`src/rtl/pwm_mp_pkg.sv`:
```
package pwm_mp_pkg;
  // integer ratio, never below one
  function automatic int ratio(input int num, input int den);
    int q;
    q = (den > 0) ? num / den : 1;
    return (q < 1) ? 1 : q;
  endfunction
endpackage

```
`src/rtl/pwm_mp_strobe.sv`:
```
module pwm_mp_strobe #(
  parameter int DIV = 5
) (
  input  logic clk,
  input  logic rst_n,
  output logic tick
);
  localparam int CW = (DIV > 1) ? $clog2(DIV) : 1;
  localparam logic [CW-1:0] LASTC = CW'(DIV - 1);

  logic [CW-1:0] cnt_q, cnt_d;

  always_comb begin
    tick  = (cnt_q == LASTC);
    cnt_d = tick ? '0 : cnt_q + 1'b1;
  end

  always_ff @(posedge clk or negedge rst_n) begin
    if (!rst_n) cnt_q <= '0;
    else        cnt_q <= cnt_d;
  end
endmodule

```
`src/rtl/pwm_mp_cfg.sv`:
```
module pwm_mp_cfg #(
  parameter int W    = 5,
  parameter bit SYNC = 1'b1
) (
  input  logic         clk,
  input  logic         rst_n,
  input  logic         load,
  input  logic [W-1:0] rate_i,
  input  logic [W-1:0] wid_i,
  input  logic [W-1:0] dly_i,
  output logic [W-1:0] rate_o,
  output logic [W-1:0] wid_o,
  output logic [W-1:0] dly_o
);
  logic [W-1:0] rate_q, wid_q, dly_q;
  logic [W-1:0] rate_d, wid_d, dly_d;

  always_comb begin
    rate_d = rate_q;
    wid_d  = wid_q;
    dly_d  = dly_q;
    if (load) begin
      rate_d = rate_i;
      wid_d  = wid_i;
      dly_d  = dly_i;
    end
  end

  always_ff @(posedge clk or negedge rst_n) begin
    if (!rst_n) begin
      rate_q <= '0;
      wid_q  <= '0;
      dly_q  <= '0;
    end else begin
      rate_q <= rate_d;
      wid_q  <= wid_d;
      dly_q  <= dly_d;
    end
  end

  generate
    if (SYNC) begin : g_held
      assign rate_o = rate_q;
      assign wid_o  = wid_q;
      assign dly_o  = dly_q;
    end else begin : g_live
      assign rate_o = rate_i;
      assign wid_o  = wid_i;
      assign dly_o  = dly_i;
    end
  endgenerate
endmodule

```
`src/rtl/pwm_mp_seq.sv`:
```
module pwm_mp_seq #(
  parameter int SAMPLES = 20,
  parameter int W       = 5
) (
  input  logic         clk,
  input  logic         rst_n,
  input  logic         tick,
  input  logic         trig,
  input  logic [W-1:0] rate,
  input  logic [W-1:0] wid,
  input  logic [W-1:0] dly,
  output logic         start,
  output logic         run,
  output logic         dat,
  output logic         vld
);
  localparam logic [W:0]   NS   = (W+1)'(SAMPLES);
  localparam logic [W-1:0] LAST = W'(SAMPLES - 1);

  logic [W-1:0] smp_q, acc_q, pos_q, smp_d, acc_d, pos_d;
  logic         run_q, pend_q, dat_q, vld_q;
  logic         run_d, pend_d, dat_d;
  logic [W:0]   reff, sum, lim;
  logic         hit;

  always_comb begin
    if (rate == '0)             reff = (W+1)'(1);
    else if ({1'b0, rate} > NS) reff = NS;
    else                        reff = {1'b0, rate};
    sum = {1'b0, acc_q} + reff;
    lim = {1'b0, dly} + {1'b0, wid};
    hit = ({1'b0, pos_q} >= {1'b0, dly}) && ({1'b0, pos_q} < lim);
  end

  always_comb begin
    start  = tick && (pend_q || trig);
    pend_d = tick ? 1'b0 : (pend_q || trig);
    smp_d  = smp_q;
    acc_d  = acc_q;
    pos_d  = pos_q;
    run_d  = run_q;
    dat_d  = dat_q;
    if (start) begin
      smp_d = '0;
      acc_d = '0;
      pos_d = '0;
      run_d = 1'b1;
      dat_d = 1'b0;
    end else if (tick) begin
      dat_d = run_q && hit;
      if (run_q) begin
        smp_d = smp_q + 1'b1;
        run_d = (smp_q != LAST);
        if (sum >= NS) begin
          acc_d = W'(sum - NS);
          pos_d = '0;
        end else begin
          acc_d = sum[W-1:0];
          pos_d = pos_q + 1'b1;
        end
      end
    end
  end

  always_ff @(posedge clk or negedge rst_n) begin
    if (!rst_n) begin
      smp_q  <= '0;
      acc_q  <= '0;
      pos_q  <= '0;
      run_q  <= 1'b0;
      pend_q <= 1'b0;
      dat_q  <= 1'b0;
      vld_q  <= 1'b0;
    end else begin
      smp_q  <= smp_d;
      acc_q  <= acc_d;
      pos_q  <= pos_d;
      run_q  <= run_d;
      pend_q <= pend_d;
      dat_q  <= dat_d;
      vld_q  <= tick;
    end
  end

  assign run = run_q;
  assign dat = dat_q;
  assign vld = vld_q;
endmodule

```
`src/rtl/pwm_multi_pulse.sv`:
```
module pwm_multi_pulse #(
  parameter int CLK_HZ      = 100,
  parameter int STROBE_HZ   = 20,
  parameter int PERIOD_HZ   = 1,
  parameter bit SYNC_UPDATE = 1'b1,
  parameter bit RST_HIGH    = 1'b0,
  localparam int DIV     = pwm_mp_pkg::ratio(CLK_HZ, STROBE_HZ),
  localparam int SAMPLES = pwm_mp_pkg::ratio(STROBE_HZ, PERIOD_HZ),
  localparam int W       = (SAMPLES > 2) ? $clog2(SAMPLES) : 1
) (
  input  logic         clk,
  input  logic         rst,
  input  logic         trig_i,
  input  logic [W-1:0] rate_i,
  input  logic [W-1:0] width_i,
  input  logic [W-1:0] delay_i,
  output logic         pwm_o,
  output logic         strobe_o
);
  logic arst_n, sync1_q, rst_sync_n;
  logic tick, start, run_w;
  logic [W-1:0] cfg_rate, cfg_wid, cfg_dly;

  assign arst_n = RST_HIGH ? ~rst : rst;

  always_ff @(posedge clk or negedge arst_n) begin
    if (!arst_n) begin
      sync1_q    <= 1'b0;
      rst_sync_n <= 1'b0;
    end else begin
      sync1_q    <= 1'b1;
      rst_sync_n <= sync1_q;
    end
  end

  pwm_mp_strobe #(.DIV(DIV)) u_strobe (
    .clk(clk), .rst_n(rst_sync_n), .tick(tick)
  );

  pwm_mp_cfg #(.W(W), .SYNC(SYNC_UPDATE)) u_cfg (
    .clk(clk), .rst_n(rst_sync_n), .load(start),
    .rate_i(rate_i), .wid_i(width_i), .dly_i(delay_i),
    .rate_o(cfg_rate), .wid_o(cfg_wid), .dly_o(cfg_dly)
  );

  pwm_mp_seq #(.SAMPLES(SAMPLES), .W(W)) u_seq (
    .clk(clk), .rst_n(rst_sync_n), .tick(tick), .trig(trig_i),
    .rate(cfg_rate), .wid(cfg_wid), .dly(cfg_dly),
    .start(start), .run(run_w), .dat(pwm_o), .vld(strobe_o)
  );
endmodule

```
`config.mk`:
```
export PLATFORM = sky130hd
export DESIGN_NAME = pwm_multi_pulse
export DESIGN_NICKNAME = d
export VERILOG_FILES = /design/src/rtl/pwm_mp_pkg.sv /design/src/rtl/pwm_mp_strobe.sv /design/src/rtl/pwm_mp_cfg.sv /design/src/rtl/pwm_mp_seq.sv /design/src/rtl/pwm_multi_pulse.sv
export SDC_FILE = /design/constraint.sdc
export NUM_CORES = 1
export LEC_CHECK = 0
export ABC_CLOCK_PERIOD_IN_PS = 1300
export BUFFER_PORTS_ARGS = -buffer_cell sky130_fd_sc_hd__buf_2
export CAP_MARGIN = 20
export CELL_PAD_IN_SITES_DETAIL_PLACEMENT = 1
export CELL_PAD_IN_SITES_GLOBAL_PLACEMENT = 2
export CORE_ASPECT_RATIO = 1.25
export CORE_MARGIN = 10
export CORE_UTILIZATION = 41
export CTS_BUF_LIST = sky130_fd_sc_hd__clkbuf_4 sky130_fd_sc_hd__clkbuf_8
export CTS_CLUSTER_SIZE = 14
export DETAILED_ROUTE_END_ITERATION = 8
export GPL_TIMING_DRIVEN = 0
export HOLD_SLACK_MARGIN = 0.06
export PLACE_DENSITY_LB_ADDON = 0.12
export SYNTH_ARGS = -nofsm -noshare
export SYNTH_HDL_FRONTEND = slang
export SYNTH_HIERARCHICAL = 1
export SYNTH_SLANG_ARGS = --single-unit
```
`constraint.sdc`:
```
create_clock -name clk -period 1.3 [get_ports clk]
set_input_delay 0.065 -clock clk [delete_from_list [all_inputs] [get_ports clk]]
set_output_delay 0.065 -clock clk [all_outputs]
set_load 0.02 [all_outputs]
```
* Word level (Yosys, flattened, before mapping) *
Index checks and enable logic that the tools add are counted.

word-level totals
  flip-flop bits (word level) = 39
  input bits = 18
  output and inout bits = 2
  word-level logic and storage cells = 53

operators by class
  add/sub/neg operators = 6
  $lt $le $gt $ge = 4
  equality and inequality tests = 2
  muxes and demuxes = 20
  reductions and logical operators = 8

operator list
  cell                 number
  $mux 5               13
  $add 5x5->6          2
  $add 5x1->5 const B  2
  $ge 6x5->1 const B   1
  $lt 5x6->1           1
  $mux 1               6
  $ge 5x5->1           1
  $gt 5x5->1 const B   1
  $logic_not 5->1      1
  $ne 5x5->1 const B   1
  $sub 5x5->5 const B  1
  $reduce_bool 2->1    2
  $add 3x1->3 const B  1
  $eq 3x3->1 const B   1
  $logic_and 1x1->1    3
  $mux 3               1
  $reduce_and 2->1     1
  $logic_or 1x1->1     1

* Logic depth before layout (Yosys ltp) *
  depth after elaboration = 9
  mapped depth = 13
  mapped depth without buffers = 13

* By module *
Netlist, hierarchy kept.

by module, submodules not included
  module           instances  cells each  area an instance (µm²)  sequential area each (µm²)
  pwm_mp_seq       1          169         1546.5                  475.5
  pwm_mp_cfg       1          32          613.1                   375.4
  pwm_mp_strobe    1          11          138.9                   75.1
  pwm_multi_pulse  1          3           53.8                    50.0

* Worst setup path before layout *
No wires, ideal clock.

  path kind = register to register
  from = register u_cfg.rate_q[4], in the netlist u_cfg/rate_o[4]
  to = register u_seq.acc_q[2]
  setup time = 131 ps
  arrival = 2836 ps
  data required time = 1169 ps
  path slack = -1667 ps
  stages on the path, launching flop included = 13
  clock period less this slack = 2967 ps
  cells stage by stage = dfrtp_1 nor2_1 nor2_1 o32ai_1 ha_1 fa_1 xor2_1 ha_1 or3b_1 a2bb2oi_2 o21ai_2 and4_1 or3_1

on the way
  word-level cells in the longest chain between the ends = 9
  elaborated cells on any way between the ends = 11
  classes of those cells = add/sub (2); order compare (2); mux (6); reduce/logical (1)

ends and longest elaborated chain
  what                                              line                                text
  start, declared                                   pwm_mp_cfg.sv:15                    logic [W-1:0] rate_q, wid_q, dly_q;
  start signal, assigned                            pwm_mp_cfg.sv:35                    rate_q <= rate_d;
  $gt 5x5->1                                        pwm_mp_seq.sv:28                    else if ({1'b0, rate} > NS) reff = NS;
  $mux 5                                            pwm_mp_seq.sv:28
  $mux 5 (*)                                        pwm_mp_seq.sv:27                    if (rate == '0) reff = (W+1)'(1);
  $add 5x5->6 (*)                                   pwm_mp_seq.sv:30                    sum = {1'b0, acc_q} + reff;
  $sub 5x5->5 / $ge 6x5->1 (equally long branches)  pwm_mp_seq.sv:55, pwm_mp_seq.sv:54
  $mux 5 (*)                                        pwm_mp_seq.sv:54                    if (sum >= NS) begin
  $mux 5 (*)                                        pwm_mp_seq.sv:51                    if (run_q) begin
  $mux 5 (*)                                        pwm_mp_seq.sv:49                    end else if (tick) begin
  $mux 5 (*)                                        pwm_mp_seq.sv:43                    if (start) begin
  end signal, assigned                              pwm_mp_seq.sv:68                    acc_q <= '0;
  end signal, assigned                              pwm_mp_seq.sv:76                    acc_q <= acc_d;
  end, declared                                     pwm_mp_seq.sv:20                    logic [W-1:0] smp_q, acc_q, pos_q, smp_d, acc_d, pos_d;

Every way passes the cells marked *; elsewhere a longest branch is shown, timed or not. The select of a mux whose other input is x is not followed.
A chain may end at the register's enable or synchronous reset.

* Final worst setup path *
Ends and elaborated chain as after synthesis.

==> impl_metrics.xml <==
<?xml version="1.0" encoding="UTF-8"?>
<metrics>
  <group name="worst_setup_path">
    <metric name="worst-path-max-fanout" unit="">7</metric>
    <metric name="critical_path.endpoint_type" unit="">flip-flop</metric>
    <metric name="timing.critical_path.from_type" unit="">flip-flop</metric>
    <metric name="crit_required" unit="ps">1460</metric>
    <metric name="data_arrival_time_at_the_worst_slack_endpoint" unit="ps">3140</metric>
    <metric name="worstSetupPathType" unit="">reg2reg</metric>
  </group>
  <group name="clock_network">
    <metric name="clk_pin_slew" unit="ps">80</metric>
    <metric name="clock-sinks" unit="">39</metric>
    <metric name="cts.htree.levels" unit="">2</metric>
    <metric name="worst_skew_pair.late_latency" unit="ps">290</metric>
    <metric name="cts_made_buffers" unit="">5</metric>
    <metric name="cts.root.buffer_cell" unit="">sky130_fd_sc_hd__clkbuf_8</metric>
    <metric name="cts_max_path_buffers" unit="">2</metric>
    <metric name="tritoncts_clock_tree" unit="">done</metric>
  </group>
  <group name="global_routing">
    <metric name="antenna_violations_before_repair" unit="">0</metric>
    <metric name="grt_max_degree" unit="">38</metric>
    <metric name="grt_pass1_wl" unit="um">10100</metric>
    <metric name="grt_remaining_overflow" unit="">0</metric>
    <metric name="via_count_of_the_first_global_routing_pass" unit="">2072</metric>
    <metric name="track_usage" unit="%">13.5</metric>
  </group>
  <group name="cells_and_area">
    <metric name="proportion_of_layout_cells_with_a_drive_suffix_above_1" unit="%">41.1</metric>
    <metric name="num_antenna_cells" unit="">0</metric>
    <metric name="filler_cell_count" unit="">598</metric>
    <metric name="finish.net_count" unit="">332</metric>
    <metric name="final_core_utilization" unit="%">59.5</metric>
    <metric name="synthToLayoutAreaGrowth" unit="%">39.6</metric>
  </group>
  <group name="drt">
    <metric name="post_drt_wl_per_cell" unit="um">17.3</metric>
    <metric name="vias" unit="">1877</metric>
    <metric name="route.top_layer_used" unit="">met4</metric>
    <metric name="routedLengthMet1" unit="um">2550</metric>
    <metric name="drt_iter0_markers" unit="">55</metric>
    <metric name="routed-wl-met3" unit="um">172</metric>
    <metric name="initial_drt_pass_iterations" unit="">4</metric>
    <metric name="postRouteAntennaNets" unit="">0</metric>
    <metric name="dr_wl_met2" unit="um">3310</metric>
    <metric name="drc" unit="">0</metric>
    <metric name="postRouteWirelength" unit="um">6070</metric>
    <metric name="route.detailed.vias_per_inst" unit="">5.35</metric>
  </group>
  <group name="timing">
    <metric name="rsz0062_at_grt" unit="">yes</metric>
    <metric name="final.period_utilization" unit="%">229</metric>
    <metric name="slew_viol_final" unit="">0</metric>
    <metric name="timing.fmax" unit="GHz">0.336</metric>
    <metric name="setup_tns" unit="ps">-19960</metric>
    <metric name="worst_slew_margin" unit="%">44.9</metric>
    <metric name="setup-violations-final" unit="">32</metric>
    <metric name="actual_transition_at_the_worst_max_transition_pin" unit="ps">826</metric>
    <metric name="whs" unit="ps">91.8</metric>
    <metric name="finalCriticalPeriod" unit="ps">2980</metric>
    <metric name="fin_ws" unit="ps">-1680</metric>
    <metric name="fin_skew" unit="ps">11.4</metric>
    <metric name="final-hold-violation-count" unit="">0</metric>
  </group>
  <group name="pwr">
    <metric name="power.net_switching" unit="W">0.000659</metric>
    <metric name="power.density" unit="nW/um2">777</metric>
    <metric name="combPwrFrac" unit="%">16.2</metric>
    <metric name="ir_worst_vdd" unit="V">0.000374</metric>
    <metric name="pwr-share-seq" unit="%">51.0</metric>
    <metric name="p_leak" unit="nW">1.55</metric>
    <metric name="intPower" unit="W">0.00189</metric>
    <metric name="switching_share" unit="%">25.8</metric>
    <metric name="clk_network_pwr_share" unit="%">32.7</metric>
  </group>
  <group name="outcome">
    <metric name="status" unit="">complete, but fails checks</metric>
    <metric name="failed_checks" unit="">setup timing</metric>
  </group>
  <group name="yosys">
    <metric name="dominantRegCellSynth" unit="">sky130_fd_sc_hd__dfrtp_1</metric>
    <metric name="netlist.area_leader.share" unit="%">41.5</metric>
    <metric name="post_synth_instance_area" unit="um2">2350</metric>
    <metric name="sequential_fraction_of_the_synthesis_area" unit="%">41.5</metric>
    <metric name="synth_area_per_cell" unit="um2">10.9</metric>
    <metric name="async_flop_share" unit="%">100</metric>
    <metric name="synth-edff-count" unit="">0</metric>
    <metric name="synthesized_instance_count" unit="">215</metric>
    <metric name="yosys_warnings" unit="">6</metric>
    <metric name="postSynthRegisterBits" unit="">39</metric>
    <metric name="synth.largest_area_cell" unit="">sky130_fd_sc_hd__dfrtp_1</metric>
    <metric name="synthesis.nets" unit="">260</metric>
    <metric name="ys_top_cells_by_area" unit="">sky130_fd_sc_hd__dfrtp_1, sky130_fd_sc_hd__ha_1, sky130_fd_sc_hd__mux2_4</metric>
    <metric name="synth.distinct_cells" unit="">47</metric>
  </group>
  <group name="floorplanning">
    <metric name="core_area" unit="um2">5520</metric>
    <metric name="std_cell_rows" unit="">30</metric>
    <metric name="io_pins" unit="">20</metric>
    <metric name="dieWidth" unit="um">87.7</metric>
    <metric name="start_util" unit="%">42.6</metric>
    <metric name="die-area" unit="um2">9190</metric>
    <metric name="die_height" unit="um">105</metric>
  </group>
  <group name="placement">
    <metric name="placement.io_buffers" unit="">19</metric>
    <metric name="routabilityCongestion" unit="">0.869</metric>
    <metric name="dp.final_hpwl" unit="um">3940</metric>
  </group>
  <group name="min_path">
    <metric name="min-delay-path-class" unit="">in2async</metric>
  </group>
  <group name="run">
    <metric name="max-cap-violations" unit="">0</metric>
  </group>
</metrics>
[metrics by stage]
stage,setup WS (ps),cell area (um2),cells,power [W]
after global placement,-1870,2610,298,0.00161
final,-1680,3280,351,0.00255
after CTS,-1670,3210,345,0.00257
after detailed placement,-1970,2610,298,0.00162
after floorplan,-1580,2440,215,0.00153
after global routing,-1780,3280,351,0.00268
[logic make-up (layout without fill, tap and decap cells)]
group           after synthesis  after routing  synth area share, %
compound gates               43             43                 13.2
xor+xnor                      9              9                 3.35
fa+ha+maj                    27             27                 15.0
buf+inv                      24             96                 4.89
flops                        39             39                 41.5
mux                          17             17                 9.63
other cells                   1              1                0.159
simple gates                 55             55                 12.3
[metal layers]
metal,vias up,GRT usage (%)
li1,900,-
met1,941,15.3
met2,30,24.4
met3,6,2.80
met4,0,3.31
met5,-,0
[state kept, by name (all words and copies together) (netlist names)]
signal and cells:
u_seq/vld 1, u_cfg/rate_o 5, u_seq/run 1, u_seq/acc_q 5, u_strobe/cnt_q 3, u_cfg/wid_o 5, u_seq/pos_q 5, u_cfg/dly_o 5
rst_sync_n 1, u_seq/dat 1, sync1_q 1, u_seq/smp_q 5, u_seq/pend_q 1
[cell type report]
cell class	instances	area, um2	share of cell area [%]
sequential	39	978	29.8
tap	64	80.1	2.44
inverter	18	70.1	2.13
multi-input combinational	152	1450	44.2
timing repair buffer	65	536	16.3
clock buffer	6	82.6	2.51
clock inverter	1	5.00	0.152
buffer	6	82.6	2.51
[Yosys cell counts, types with 3 or more instances]
master	number
sky130_fd_sc_hd__mux2_4	10
sky130_fd_sc_hd__a41oi_1	3
sky130_fd_sc_hd__xor2_1	9
sky130_fd_sc_hd__nand2_1	10
sky130_fd_sc_hd__a22o_1	3
sky130_fd_sc_hd__ha_1	25
sky130_fd_sc_hd__o21ai_0	9
sky130_fd_sc_hd__mux2_2	5
sky130_fd_sc_hd__nand3_1	10
sky130_fd_sc_hd__dfrtp_1	39
sky130_fd_sc_hd__inv_1	18
sky130_fd_sc_hd__clkbuf_1	3
sky130_fd_sc_hd__a21o_1	4
sky130_fd_sc_hd__nand2b_1	5
sky130_fd_sc_hd__a21oi_1	10
sky130_fd_sc_hd__nor2_1	12
[worst max-delay path, stage by stage (launching register included)]
cell	delay (ps)
sky130_fd_sc_hd__dfrtp_2	480
sky130_fd_sc_hd__a21o_1	210
sky130_fd_sc_hd__ha_1	420
sky130_fd_sc_hd__a21oi_2	220
sky130_fd_sc_hd__xor2_2	190
sky130_fd_sc_hd__ha_2	200
sky130_fd_sc_hd__or3b_4	400
sky130_fd_sc_hd__a2bb2oi_4	160
sky130_fd_sc_hd__o21ai_4	70
sky130_fd_sc_hd__and4_1	140
sky130_fd_sc_hd__or3_1	340
[power groups by stage]
stage | clock network (W) | registers, W | logic [W]
after global routing | 0.000913 | 0.00131 | 0.000457
final | 0.000836 | 0.00130 | 0.000414
after CTS | 0.000872 | 0.00130 | 0.000394
after floorplan | 0 | 0.00131 | 0.000218
after global placement | 0 | 0.00132 | 0.000286
after detailed placement | 0 | 0.00132 | 0.000294
[placed cells by master, fill, tap and decap left out, drive strengths merged, types with 2 or more instances in the layout]
master	n
buf	52
dfrtp	39
ha	25
inv	18
dlygate4sd3	16
mux2	15
nor2	13
o21ai	12
a21oi	10
nand3	10
nand2	10
clkbuf	9
xor2	9
nand2b	5
a21o	4
a22o	4
a41oi	4
nor2b	2
and2	2
nand4	2
mux2i	2
nand4b	2
o22ai	2
fa	2
and3	2
a211oi	2
a2bb2oi	2
nor3	2
[final timing paths]
path / start / to / slack (ps) / cells past startpoint
min in group clk: trig_i / u_seq/pend_q / 120 / 3
max: u_cfg/rate_o[4] / u_seq/acc_q[2] / -1680 / 10
min reg2reg: sync1_q / rst_sync_n / 350 / 0
max in group asynchronous: rst_sync_n / u_cfg/rate_o[4] / 370 / 0
min: rst / sync1_q / 90 / 2
max reg2reg: u_cfg/rate_o[4] / u_seq/acc_q[2] / -1680 / 10
[repair_timing]
| item | 4_1_cts | 5_1_grt |
|---|---|---|
| hold buffers | 16 | 0 |
| gates resized for setup | 31 | 14 |
| gates cloned | 2 | 0 |
| setup endpoints to repair | 32 | 32 |
| setup buffers | 22 | 8 |
| pin swaps | 22 | 18 |
| endpoints found under the hold margin | 17 | 0 |
(Power assumes the default switching activity.)
